### src/rtl/i2cblk_pkg.sv
package i2cblk_pkg;

  typedef enum logic [1:0] {
    K_WR   = 2'd0,
    K_RD   = 2'd1,
    K_STOP = 2'd2
  } kind_e;

  typedef enum logic [3:0] {
    PH_IDLE,
    PH_ADDR,   // first addressing byte with START
    PH_OFF,    // register offset byte
    PH_GAP,    // bus-free wait before repeated START
    PH_RADDR,  // repeated START with read bit
    PH_RDATA,  // read one data byte
    PH_RPUSH,  // hand the byte to the read stream
    PH_WDATA,  // write one data byte
    PH_CSTOP,  // chunk closing STOP
    PH_POLL,   // completion poll address
    PH_PSTOP,  // STOP after a refused poll
    PH_PREAD,  // discard read after accepted poll
    PH_FSTOP   // STOP before failing
  } phase_e;

endpackage

### src/rtl/i2cblk_cmd_gen.sv
module i2cblk_cmd_gen
  import i2cblk_pkg::*;
(
  input  phase_e     phase,
  input  logic       legacy,
  input  logic       is_read,
  input  logic [6:0] dev,
  input  logic [7:0] off,
  input  logic [7:0] wbyte,
  input  logic       last_read,
  output logic       active,
  output kind_e      kind,
  output logic       start,
  output logic       last,
  output logic [7:0] byte_o
);

  always_comb begin
    active = 1'b1;
    kind   = K_WR;
    start  = 1'b0;
    last   = 1'b0;
    byte_o = 8'h00;
    unique case (phase)
      PH_ADDR: begin
        start  = 1'b1;
        byte_o = legacy ? {off[6:0], is_read} : {dev, 1'b0};
      end
      PH_OFF:   byte_o = off;
      PH_RADDR, PH_POLL: begin
        start  = 1'b1;
        byte_o = {dev, 1'b1};
      end
      PH_WDATA: byte_o = wbyte;
      PH_RDATA: begin
        kind = K_RD;
        last = last_read;
      end
      PH_PREAD: begin
        kind = K_RD;
        last = 1'b1;
      end
      PH_CSTOP, PH_PSTOP, PH_FSTOP: kind = K_STOP;
      default: active = 1'b0;
    endcase
  end

endmodule

### src/rtl/i2cblk_gap_timer.sv
module i2cblk_gap_timer #(
  parameter int CYCLES = 6000
) (
  input  logic clk,
  input  logic rst_n,
  input  logic load,
  input  logic run,
  output logic expired
);

  localparam int W = $clog2(CYCLES + 1);

  logic [W-1:0] cnt_q;

  always_ff @(posedge clk) begin
    if (!rst_n) begin
      cnt_q <= '0;
    end else if (load) begin
      cnt_q <= W'(CYCLES);
    end else if (run && cnt_q != '0) begin
      cnt_q <= cnt_q - W'(1);
    end
  end

  assign expired = (cnt_q == '0);

  // the wait cannot be over on the cycle right after it was armed
  a_r1_gap_armed: assert property (@(posedge clk) disable iff (!rst_n)
    load |=> !expired);

endmodule

### src/rtl/i2cblk_poll_ctr.sv
module i2cblk_poll_ctr #(
  parameter int LIMIT = 100
) (
  input  logic clk,
  input  logic rst_n,
  input  logic clear,
  input  logic bump,
  output logic spent
);

  localparam int W = $clog2(LIMIT + 1);

  logic [W-1:0] cnt_q;

  always_ff @(posedge clk) begin
    if (!rst_n) begin
      cnt_q <= '0;
    end else if (clear) begin
      cnt_q <= '0;
    end else if (bump && cnt_q != W'(LIMIT)) begin
      cnt_q <= cnt_q + W'(1);
    end
  end

  assign spent = (cnt_q == W'(LIMIT));

  // a refused poll moves the count up by one until the limit
  a_r6_poll_step: assert property (@(posedge clk) disable iff (!rst_n)
    bump && !clear && !spent |=> cnt_q == $past(cnt_q) + W'(1));

endmodule

### src/rtl/i2cblk_seq.sv
module i2cblk_seq
  import i2cblk_pkg::*;
#(
  parameter int LEN_W      = 8,
  parameter int CHUNK      = 4,
  parameter int MAX_POLL   = 100,
  parameter int GAP_CYCLES = 6000
) (
  input  logic             clk,
  input  logic             rst_n,
  input  logic             go,
  input  logic             is_read,
  input  logic             legacy,
  input  logic [6:0]       dev_addr,
  input  logic [7:0]       reg_off,
  input  logic [LEN_W-1:0] xfer_len,
  output logic             busy,
  output logic             done,
  output logic             ok,
  input  logic             wr_valid,
  output logic             wr_ready,
  input  logic [7:0]       wr_data,
  output logic             rd_valid,
  input  logic             rd_ready,
  output logic [7:0]       rd_data,
  output logic             cmd_valid,
  input  logic             cmd_ready,
  output logic [1:0]       cmd_kind,
  output logic             cmd_start,
  output logic             cmd_last,
  output logic [7:0]       cmd_byte,
  input  logic             rsp_valid,
  input  logic             rsp_ack,
  input  logic [7:0]       rsp_byte
);

  localparam int CHK_W = $clog2(CHUNK + 1);

  phase_e           phase_q;
  logic             inflight_q;
  logic [LEN_W-1:0] rem_q;
  logic [CHK_W-1:0] chk_q;
  logic [7:0]       off_q;
  logic [6:0]       dev_q;
  logic             leg_q;
  logic             rd_q;
  logic [7:0]       rbuf_q;
  logic             done_q;
  logic             ok_q;

  logic  gen_active;
  kind_e gen_kind;
  logic  gen_start;
  logic  gen_last;
  logic [7:0] gen_byte;
  logic  cmd_fire;
  logic  rsp_take;
  logic  gap_load;
  logic  gap_done;
  logic  poll_clear;
  logic  poll_bump;
  logic  poll_spent;

  function automatic logic [CHK_W-1:0] chunk_of(input logic [LEN_W-1:0] n);
    if (32'(n) > CHUNK) return CHK_W'(CHUNK);
    return CHK_W'(n);
  endfunction

  i2cblk_cmd_gen u_gen (
    .phase     (phase_q),
    .legacy    (leg_q),
    .is_read   (rd_q),
    .dev       (dev_q),
    .off       (off_q),
    .wbyte     (wr_data),
    .last_read (rem_q == LEN_W'(1)),
    .active    (gen_active),
    .kind      (gen_kind),
    .start     (gen_start),
    .last      (gen_last),
    .byte_o    (gen_byte)
  );

  i2cblk_gap_timer #(.CYCLES(GAP_CYCLES)) u_gap (
    .clk     (clk),
    .rst_n   (rst_n),
    .load    (gap_load),
    .run     (phase_q == PH_GAP),
    .expired (gap_done)
  );

  i2cblk_poll_ctr #(.LIMIT(MAX_POLL)) u_poll (
    .clk   (clk),
    .rst_n (rst_n),
    .clear (poll_clear),
    .bump  (poll_bump),
    .spent (poll_spent)
  );

  assign cmd_valid  = gen_active && !inflight_q && (phase_q != PH_WDATA || wr_valid);
  assign cmd_fire   = cmd_valid && cmd_ready;
  assign wr_ready   = (phase_q == PH_WDATA) && !inflight_q && cmd_ready;
  assign rsp_take   = rsp_valid && inflight_q;
  assign cmd_kind   = gen_kind;
  assign cmd_start  = gen_start;
  assign cmd_last   = gen_last;
  assign cmd_byte   = gen_byte;
  assign gap_load   = rsp_take && (phase_q == PH_OFF) && rsp_ack && rd_q;
  assign poll_clear = rsp_take && (phase_q == PH_CSTOP);
  assign poll_bump  = rsp_take && (phase_q == PH_POLL) && !rsp_ack;
  assign rd_valid   = (phase_q == PH_RPUSH);
  assign rd_data    = rbuf_q;
  assign busy       = (phase_q != PH_IDLE);
  assign done       = done_q;
  assign ok         = ok_q;

  always_ff @(posedge clk) begin
    if (!rst_n) begin
      phase_q    <= PH_IDLE;
      inflight_q <= 1'b0;
      rem_q      <= '0;
      chk_q      <= '0;
      off_q      <= '0;
      dev_q      <= '0;
      leg_q      <= 1'b0;
      rd_q       <= 1'b0;
      rbuf_q     <= '0;
      done_q     <= 1'b0;
      ok_q       <= 1'b0;
    end else begin
      done_q <= 1'b0;
      if (cmd_fire) inflight_q <= 1'b1;
      if (rsp_take) inflight_q <= 1'b0;
      unique case (phase_q)
        PH_IDLE: if (go) begin
          rd_q  <= is_read;
          leg_q <= legacy;
          dev_q <= dev_addr;
          off_q <= reg_off;
          rem_q <= xfer_len;
          chk_q <= chunk_of(xfer_len);
          if (xfer_len == '0) begin
            done_q <= 1'b1;
            ok_q   <= 1'b1;
          end else begin
            phase_q <= PH_ADDR;
          end
        end
        PH_ADDR: if (rsp_take) begin
          if (!rsp_ack)   phase_q <= PH_FSTOP;
          else if (!leg_q) phase_q <= PH_OFF;
          else            phase_q <= rd_q ? PH_RDATA : PH_WDATA;
        end
        PH_OFF: if (rsp_take) begin
          if (!rsp_ack) phase_q <= PH_FSTOP;
          else          phase_q <= rd_q ? PH_GAP : PH_WDATA;
        end
        PH_GAP: if (gap_done) phase_q <= PH_RADDR;
        PH_RADDR: if (rsp_take) phase_q <= rsp_ack ? PH_RDATA : PH_FSTOP;
        PH_RDATA: if (rsp_take) begin
          rbuf_q  <= rsp_byte;
          rem_q   <= rem_q - LEN_W'(1);
          phase_q <= PH_RPUSH;
        end
        PH_RPUSH: if (rd_ready) begin
          if (rem_q == '0) begin
            done_q  <= 1'b1;
            ok_q    <= 1'b1;
            phase_q <= PH_IDLE;
          end else begin
            phase_q <= PH_RDATA;
          end
        end
        PH_WDATA: if (rsp_take) begin
          if (!rsp_ack) begin
            phase_q <= PH_FSTOP;
          end else begin
            rem_q <= rem_q - LEN_W'(1);
            chk_q <= chk_q - CHK_W'(1);
            off_q <= off_q + 8'd1;
            if (chk_q == CHK_W'(1)) phase_q <= PH_CSTOP;
          end
        end
        PH_CSTOP: if (rsp_take) phase_q <= PH_POLL;
        PH_POLL: if (rsp_take) phase_q <= rsp_ack ? PH_PREAD : PH_PSTOP;
        PH_PSTOP: if (rsp_take) begin
          if (poll_spent) begin
            done_q  <= 1'b1;
            ok_q    <= 1'b0;
            phase_q <= PH_IDLE;
          end else begin
            phase_q <= PH_POLL;
          end
        end
        PH_PREAD: if (rsp_take) begin
          if (rem_q == '0) begin
            done_q  <= 1'b1;
            ok_q    <= 1'b1;
            phase_q <= PH_IDLE;
          end else begin
            chk_q   <= chunk_of(rem_q);
            phase_q <= PH_ADDR;
          end
        end
        PH_FSTOP: if (rsp_take) begin
          done_q  <= 1'b1;
          ok_q    <= 1'b0;
          phase_q <= PH_IDLE;
        end
        default: phase_q <= PH_IDLE;
      endcase
    end
  end

  // a pending command keeps its fields until taken
  a_r11_cmd_hold: assert property (@(posedge clk) disable iff (!rst_n)
    cmd_valid && !cmd_ready && phase_q != PH_WDATA
      |=> cmd_valid && $stable(cmd_byte) && $stable(cmd_kind) && $stable(cmd_last));

  // a pending read byte keeps its value until taken
  a_r11_rd_hold: assert property (@(posedge clk) disable iff (!rst_n)
    rd_valid && !rd_ready |=> rd_valid && $stable(rd_data));

  // nothing is offered while idle
  a_r13_idle_quiet: assert property (@(posedge clk) disable iff (!rst_n)
    !busy |-> !cmd_valid && !rd_valid && !wr_ready);

  // completion always lands with the block idle
  a_r12_done_idle: assert property (@(posedge clk) disable iff (!rst_n)
    done |-> !busy);

  // a refused address, offset or data byte leads straight to STOP
  a_r4_nack_stop: assert property (@(posedge clk) disable iff (!rst_n)
    rsp_take && !rsp_ack &&
    (phase_q == PH_ADDR || phase_q == PH_OFF || phase_q == PH_RADDR || phase_q == PH_WDATA)
      |=> cmd_valid && cmd_kind == 2'd2);

  // a zero-length request finishes on the next cycle with success
  a_r9_zero_len: assert property (@(posedge clk) disable iff (!rst_n)
    !busy && go && xfer_len == '0 |=> done && ok && !busy);

endmodule

### config.mk
export PLATFORM = sky130hd
export DESIGN_NAME = i2cblk_seq
export DESIGN_NICKNAME = d
export VERILOG_FILES = /design/src/rtl/i2cblk_pkg.sv /design/src/rtl/i2cblk_cmd_gen.sv /design/src/rtl/i2cblk_gap_timer.sv /design/src/rtl/i2cblk_poll_ctr.sv /design/src/rtl/i2cblk_seq.sv
export SDC_FILE = /design/constraint.sdc
export NUM_CORES = 1
export LEC_CHECK = 0
export BUFFER_PORTS_ARGS = -buffer_cell sky130_fd_sc_hd__buf_2
export CAP_MARGIN = 20
export CORE_ASPECT_RATIO = 0.75
export CORE_MARGIN = 4
export CORE_UTILIZATION = 45
export DETAILED_ROUTE_END_ITERATION = 16
export GPL_ROUTABILITY_DRIVEN = 0
export PLACE_DENSITY = 0.7
export SYNTH_ARGS = -nofsm -noshare
export SYNTH_HDL_FRONTEND = slang
export SYNTH_SLANG_ARGS = --single-unit
### constraint.sdc
create_clock -name clk -period 2.1 [get_ports clk]
set_clock_uncertainty 0.1 [all_clocks]
set_input_delay 0.42 -clock clk [delete_from_list [all_inputs] [get_ports clk]]
set_output_delay 0.42 -clock clk [all_outputs]
set_load 0.1 [all_outputs]
==> After elaboration in Yosys (flattened, before gate mapping) <==
Cells that the tools add are included.
{ "classes": {"multipliers": 0, "n_mux": 81, "order_cmp": 2, "n_addsub": 5, "eq_ne": 36, "bitwise_logic": 1, "shift": 0, "div_mod_pow": 0, "reduce_logical": 43} }
{ "op_table": {"columns": ["operator", "count"], "rows": [
  ["$mux W4", 20],
  ["$mux W8", 8],
  ["$pmux W4 S13", 1],
  ["$mux W3", 12],
  ["$ne A2 B2 Y1 const B", 17],
  ["$pmux W8 S4", 1],
  ["$mux W1", 29],
  ["$mux W13", 2],
  ["$pmux W8 S3", 1],
  ["$eq A4 B4 Y1 const B", 5],
  ["$eq A4 B3 Y1 const B", 4],
  ["$gt A8 B3 Y1 const B", 2],
  ["$logic_not A8 Y1", 2],
  ["$pmux W8 S2", 1],
  ["$reduce_and A15 Y1", 1],
  ["$logic_and A1 B1 Y1", 14],
  ["$logic_not A13 Y1", 1],
  ["$reduce_bool A13 Y1", 1],
  ["$sub A13 B1 Y13 const B", 1],
  ["$pmux W1 S5", 2],
  ["$reduce_or A10 Y1", 1],
  ["$reduce_or A2 Y1", 5],
  ["$pmux W3 S3", 1],
  ["$add A8 B1 Y8 const B", 1],
  ["other kinds (29)", 35]
]} }
{ "totals": {"out_inout_bits": 26, "input_bits": 49, "memories": 0, "wordCells": 182, "mem_bits_rw": 0, "register_bits": 63, "mem_bits_ro": 0, "latch_bits": 0} }

==> Longest topological paths before layout <==
{ "logic_depth": {"word_depth": 10, "ltp_mapped": 9, "mapped_depth_nobuf": 7} }

==> Modules after synthesis <==
A second synthesis with hierarchy kept.
{ "hier_totals": {"hier_cells": 571, "area_unflattened_um2": 4430.5} }
{ "by_module_without_submodules": {"columns": ["module", "instances", "seq_area_each_um2", "cells_each", "area_each_um2"], "rows": [
  ["i2cblk_seq", 1, 860.8, 372, 2885.3],
  ["i2cblk_gap_timer", 1, 260.2, 81, 718.2],
  ["i2cblk_cmd_gen", 1, 0.0, 73, 454.2],
  ["i2cblk_poll_ctr", 1, 140.1, 45, 372.9]
]} }

==> Worst setup path before layout <==
No wires, ideal clock.
{ "synth_timing": {"kind": "register to register", "from": "reg phase_q[0]", "to": "reg inflight_q", "path_stages_with_launch": 9, "arrival_time_ns": 3.846, "slack_ns": -1.920, "setup_time_ns": 0.074, "period_less_slack_ns": 4.020, "n_path_buf": 3, "required_time_ns": 1.926, "path_cell_list": "dfxtp_1 clkbuf_1 buf_2 buf_2 nand2_1 a22o_1 a211oi_1 a21oi_1 nor2_1"} }
{ "synth_via": {"elab_chain_cells": 6, "elab_cells_between_ends": 17, "cone_classes": "11 x eq/ne; 1 x mux; 5 x reduce/logical"} }
{ "synth_rtl": {"columns": ["element", "line_no", "text"], "rows": [
  ["from (decl)", "i2cblk_seq.sv:39", "phase_e phase_q;"],
  ["from (signal assigned)", "i2cblk_seq.sv:152", "else phase_q <= rd_q ? PH_RDATA : PH_WDATA;"],
  ["from (signal assigned)", "i2cblk_seq.sv:156", "else phase_q <= rd_q ? PH_GAP : PH_WDATA;"],
  ["from (signal assigned)", "i2cblk_seq.sv:159", "PH_RADDR: if (rsp_take) phase_q <= rsp_ack ? PH_RDATA : PH_FSTOP;"],
  ["$eq A4 B3 Y1 (tied with other cells)", "i2cblk_cmd_gen.sv:24", "unique case (phase)"],
  ["$reduce_or A10 Y1 (no line)", null, null],
  ["$mux W1", "i2cblk_cmd_gen.sv:24", null],
  ["$logic_and A1 B1 Y1", "i2cblk_seq.sv:100", "assign cmd_valid = gen_active && !inflight_q && (phase_q != PH_WDATA || wr_valid);"],
  ["$logic_and A1 B1 Y1 *", "i2cblk_seq.sv:100", null],
  ["net cmd_valid", "i2cblk_seq.sv:26", "output logic cmd_valid,"],
  ["$logic_and A1 B1 Y1 *", "i2cblk_seq.sv:101", "assign cmd_fire = cmd_valid && cmd_ready;"],
  ["to (signal assigned)", "i2cblk_seq.sv:120", "inflight_q <= 1'b0;"],
  ["to (signal assigned)", "i2cblk_seq.sv:132", "if (cmd_fire) inflight_q <= 1'b1;"],
  ["to (signal assigned)", "i2cblk_seq.sv:133", "if (rsp_take) inflight_q <= 1'b0;"],
  ["to (decl)", "i2cblk_seq.sv:40", "logic inflight_q;"]
]} }
The timed path passes the listed nets; every way through them passes the cells marked *.
A chain may end at the register's enable or synchronous reset.

==> Final worst setup path <==
{ "layout_timing": {"from": "reg phase_q[0]", "to": "out cmd_byte[2]"} }
{ "layout_via": {"elab_chain_cells": 3, "elab_cells_between_ends": 7, "cone_classes": "5 x eq/ne; 1 x mux; 1 x reduce/logical"} }
{ "layout_rtl": {"columns": ["element", "line_no", "text"], "rows": [
  ["$eq A4 B4 Y1 / $eq A4 B3 Y1 (equally long branches)", "i2cblk_cmd_gen.sv:24", null],
  ["$reduce_or A2 Y1", null, null],
  ["$pmux W8 S4 *", "i2cblk_cmd_gen.sv:24", null],
  ["to (decl)", "i2cblk_seq.sv:31", "output logic [7:0] cmd_byte,"]
]} }
Every way passes the cells marked *; elsewhere a longest branch is shown, timed or not.

==> results.md <==
- Outcome: complete, but fails checks
- Violated checks: setup timing
- Vias per cell: ~6.4
- H-tree Lvls: 3
- Max_cap viols: 0
- Per-cell routed wire length: 21.8 µm
- Number of synthesized flops with an enable pin: 0
- Post-synthesis sequential area ratio: 0.319
- Core area: 8490 µm²
- Num CTS Buffers: 9
- CP max FO: 7
- Die H: between 80 and 90 µm
- Vias in the first global route: between 4,000 and 5,000
- Layout cell share with drive strength beyond 1: 0.472
- Crit path to: cmd_byte[2]
- CTS Sinks: 63
- Die ar.: 10,400 µm²
- IO buf count: 74
- Largest net degree at the start of global routing: 43
- Chip Width: roughly 120 µm
- Primary FF master, synth: dfxtp_1
- RSZ-0062 raised after global routing: true
- Post-Synthesis Cells: 516
- Max incr delay on CP: ~340 ps
- Hpwl dp: 9860 µm
- Worst slack at placement: -176 ps
- Clock network power share: 0.157
- GRT Residual Overflow: 0
- IO Count: 75
- Final setup viols: 37
- CP arrival: 1920 ps
- Worst-Margin Slew: 562 ps
- Worst setup margin: -337 ps
- Max-slew violations: 0
- Root Buffer: clkbuf_16
- # fillers: 464
- Period utilisation layout: 1.16
- Reg2reg start: phase_q[3]
- Seq cells post-synth: 63
- CTS max path bufs: 2
- CP Launch Type: flop
- Clock latency on the worst-skew pair: ~340 ps
- IR drop worst, VDD: between 0.001 and 0.0015 V
- Sw Ratio: 0.445
- Syn_nets: 575
- Most frequent cells in the layout: buf_4, buf_2, dfxtp_1
- Post-route ant nets: 0
- Min Tclk post-route: 2440 ps
- Synth async-reset ratio: 0
- Slowest stage cell on the critical path: dfxtp_2
- Area growth, synth to finish: 73.0%
- R2R cell count: 10
- Internal power component: 5.65 mW
- Via count: 5,299
- Cell mode on critical path: buf_4
- 1st-pass router iterations: 8
- Worst min path class: in -> reg
- Flop pwr share: 0.171
- N_diodes: 0
- All-Layer GR Usage: 0.296
- Required time worst endpoint: roughly 1600 ps
- PD cells: 1490 nW/µm²
- Cells along the critical path: buf_6 > buf_4 > nor3_2 > buf_4 > a222oi_1 > buf_4 > o21ai_4 > buf_12
- Post-synth cell types: 67
- First-pass GRT wire length: 23,800 µm
- Final wirelength: 17,900 µm
- Share of power burned in combinational logic: 0.673
- Synth Warn #: 0
- CP Capture Type: output port
- P_sw: approximately 4.5 mW
- DRC Markers: 0
- Final hold vios: 0
- Clk pin slew, worst setup/hold paths: about 60 ps
- Worst hold slack: 215 ps
- Normalized max-slew margin: 0.622
- LEAKAGE: 2.76 nW
- Setup TNS: -5870 ps
- R2R Setup Slk: -210 ps
- Starting Density: 0.465
- DR iter-0 viols: 872
- Rows: 29
- Commonest non-fill, non-tap cell in the layout: buf_4
- Synthesized area: 3950 µm²
- CTS tree: built
- Crit Reg-Reg Endpoint: rem_q[4]
- Critical path startpoint: phase_q[0]
- Post-layout nets: between 700 and 800
- Max Fclk: about 0.4 GHz
- Avg Inst Size Synth: 7.65 µm²
- Seq. cell area: 1280 µm²
- Multi-input gate area: 3100 µm²
- Initial antenna violation count: 0
- CP Class: reg -> out
[timing repair]
action / 4_1_cts / 5_1_grt
setup buffers: 35 / 19
endpoints found under the setup margin: 27 / 63
hold buffers: 0 / 0
pin swaps: 36 / 37
gates resized for setup: 73 / 76
gates cloned: 3 / 0
[cells by family (layout without fill, tap and decap cells)]
kind of cell,Yosys count,count (layout),synth area share
compound gates,146,146,0.250
xor+xnor,16,16,0.0355
fa+ha+maj,10,10,0.0317
buf+inv,55,253,0.0551
flops,63,63,0.319
mux,12,12,0.0304
simple gates,214,214,0.278
[worst max-delay path: cells and delay by family, from the launching register on]
family | cells | cell delay, ps
buffers and inverters | 5 | 840
flip-flops | 1 | 340
AND/OR/NAND/NOR | 1 | 260
AO/OA/AOI/OAI | 2 | 140
[sequential cells by signal, summed over array words and instances (netlist names)]
signal,flops
dev_q,7
leg_q,1
phase_q,4
u_gap.cnt_q,13
rd_q,1
u_poll.cnt_q,7
chk_q,3
ok,1
inflight_q,1
rem_q,8
done,1
rd_data,8
off_q,8
[cell usage after synthesis (all sizes together) (3+ instances only)]
library cell | count | area share
a2111oi | 3 | 0.0067
a211oi | 8 | 0.016
a21oi | 51 | 0.065
a221oi | 5 | 0.011
a222oi | 7 | 0.018
a311oi | 5 | 0.011
and2 | 6 | 0.0095
and3 | 3 | 0.0048
and3b | 3 | 0.0067
buf | 12 | 0.014
clkbuf | 20 | 0.019
dfxtp | 63 | 0.32
ha | 10 | 0.032
inv | 22 | 0.021
mux2i | 12 | 0.030
nand2 | 60 | 0.057
nand2b | 8 | 0.013
nand3 | 16 | 0.020
nand4 | 6 | 0.0095
nor2 | 53 | 0.050
nor2b | 3 | 0.0048
nor3 | 16 | 0.022
nor3b | 5 | 0.0095
nor4 | 8 | 0.018
o211ai | 3 | 0.0057
o21a | 3 | 0.0057
o21ai | 29 | 0.037
o221a | 3 | 0.0086
o22ai | 4 | 0.0063
o31ai | 5 | 0.0095
or2 | 4 | 0.0063
or3 | 9 | 0.014
or4 | 4 | 0.0086
xnor2 | 13 | 0.029
xor2 | 3 | 0.0067
[final cells by class]
cell class                 count  area share
clock inverter                 6      0.0126
multi-input combinational    398       0.453
tap                          108      0.0198
inverter                      23      0.0130
clock buffer                   9      0.0330
sequential                    63       0.187
timing repair buffer         215       0.282
[worst min-delay path by stage]
stage,start,endpoint,slack [ps],cells past startpoint
6_report,rsp_byte[6],rd_data[6],220,3
5_1_grt,rsp_byte[5],rd_data[5],220,3
4_1_cts,rsp_byte[6],rd_data[6],220,3
3_5_place_dp,dev_q[3],dev_q[3],350,2
3_3_place_gp,dev_q[1],dev_q[1],350,2
2_1_floorplan,dev_q[0],dev_q[0],340,2
[per-stage QoR]
step / area, µm² / power [mW] / std cells / util
final: 6830 / 10.2 / 822 / 0.805
after global routing: 6830 / 10.5 / 822 / 0.805
after floorplan: 4220 / 4.52 / 516 / -
after detailed placement: 5460 / 6.15 / 754 / 0.643
after global placement: 5460 / 6.06 / 754 / 0.643
after CTS: 6380 / 8.92 / 807 / 0.752
[power groups by stage]
stage,sequential (mW),clock (mW),combinational [mW]
floorplan,1.67,0,2.86
global placement,1.65,0,4.40
detailed placement,1.67,0,4.48
CTS,1.67,1.58,5.67
global route,1.75,1.66,7.08
finish,1.74,1.60,6.84
[routing by layer]
layer / GRT usage / vias to the layer above / share of wire
li1: - / 2278 / -
met1: 0.362 / 2472 / 0.36
met2: 0.499 / 434 / 0.48
met3: 0.0798 / 115 / 0.10
met4: 0.116 / 0 / 0.058
met5: 0 / - / 0
No activity file was read; power rests on OpenSTA's default activity.
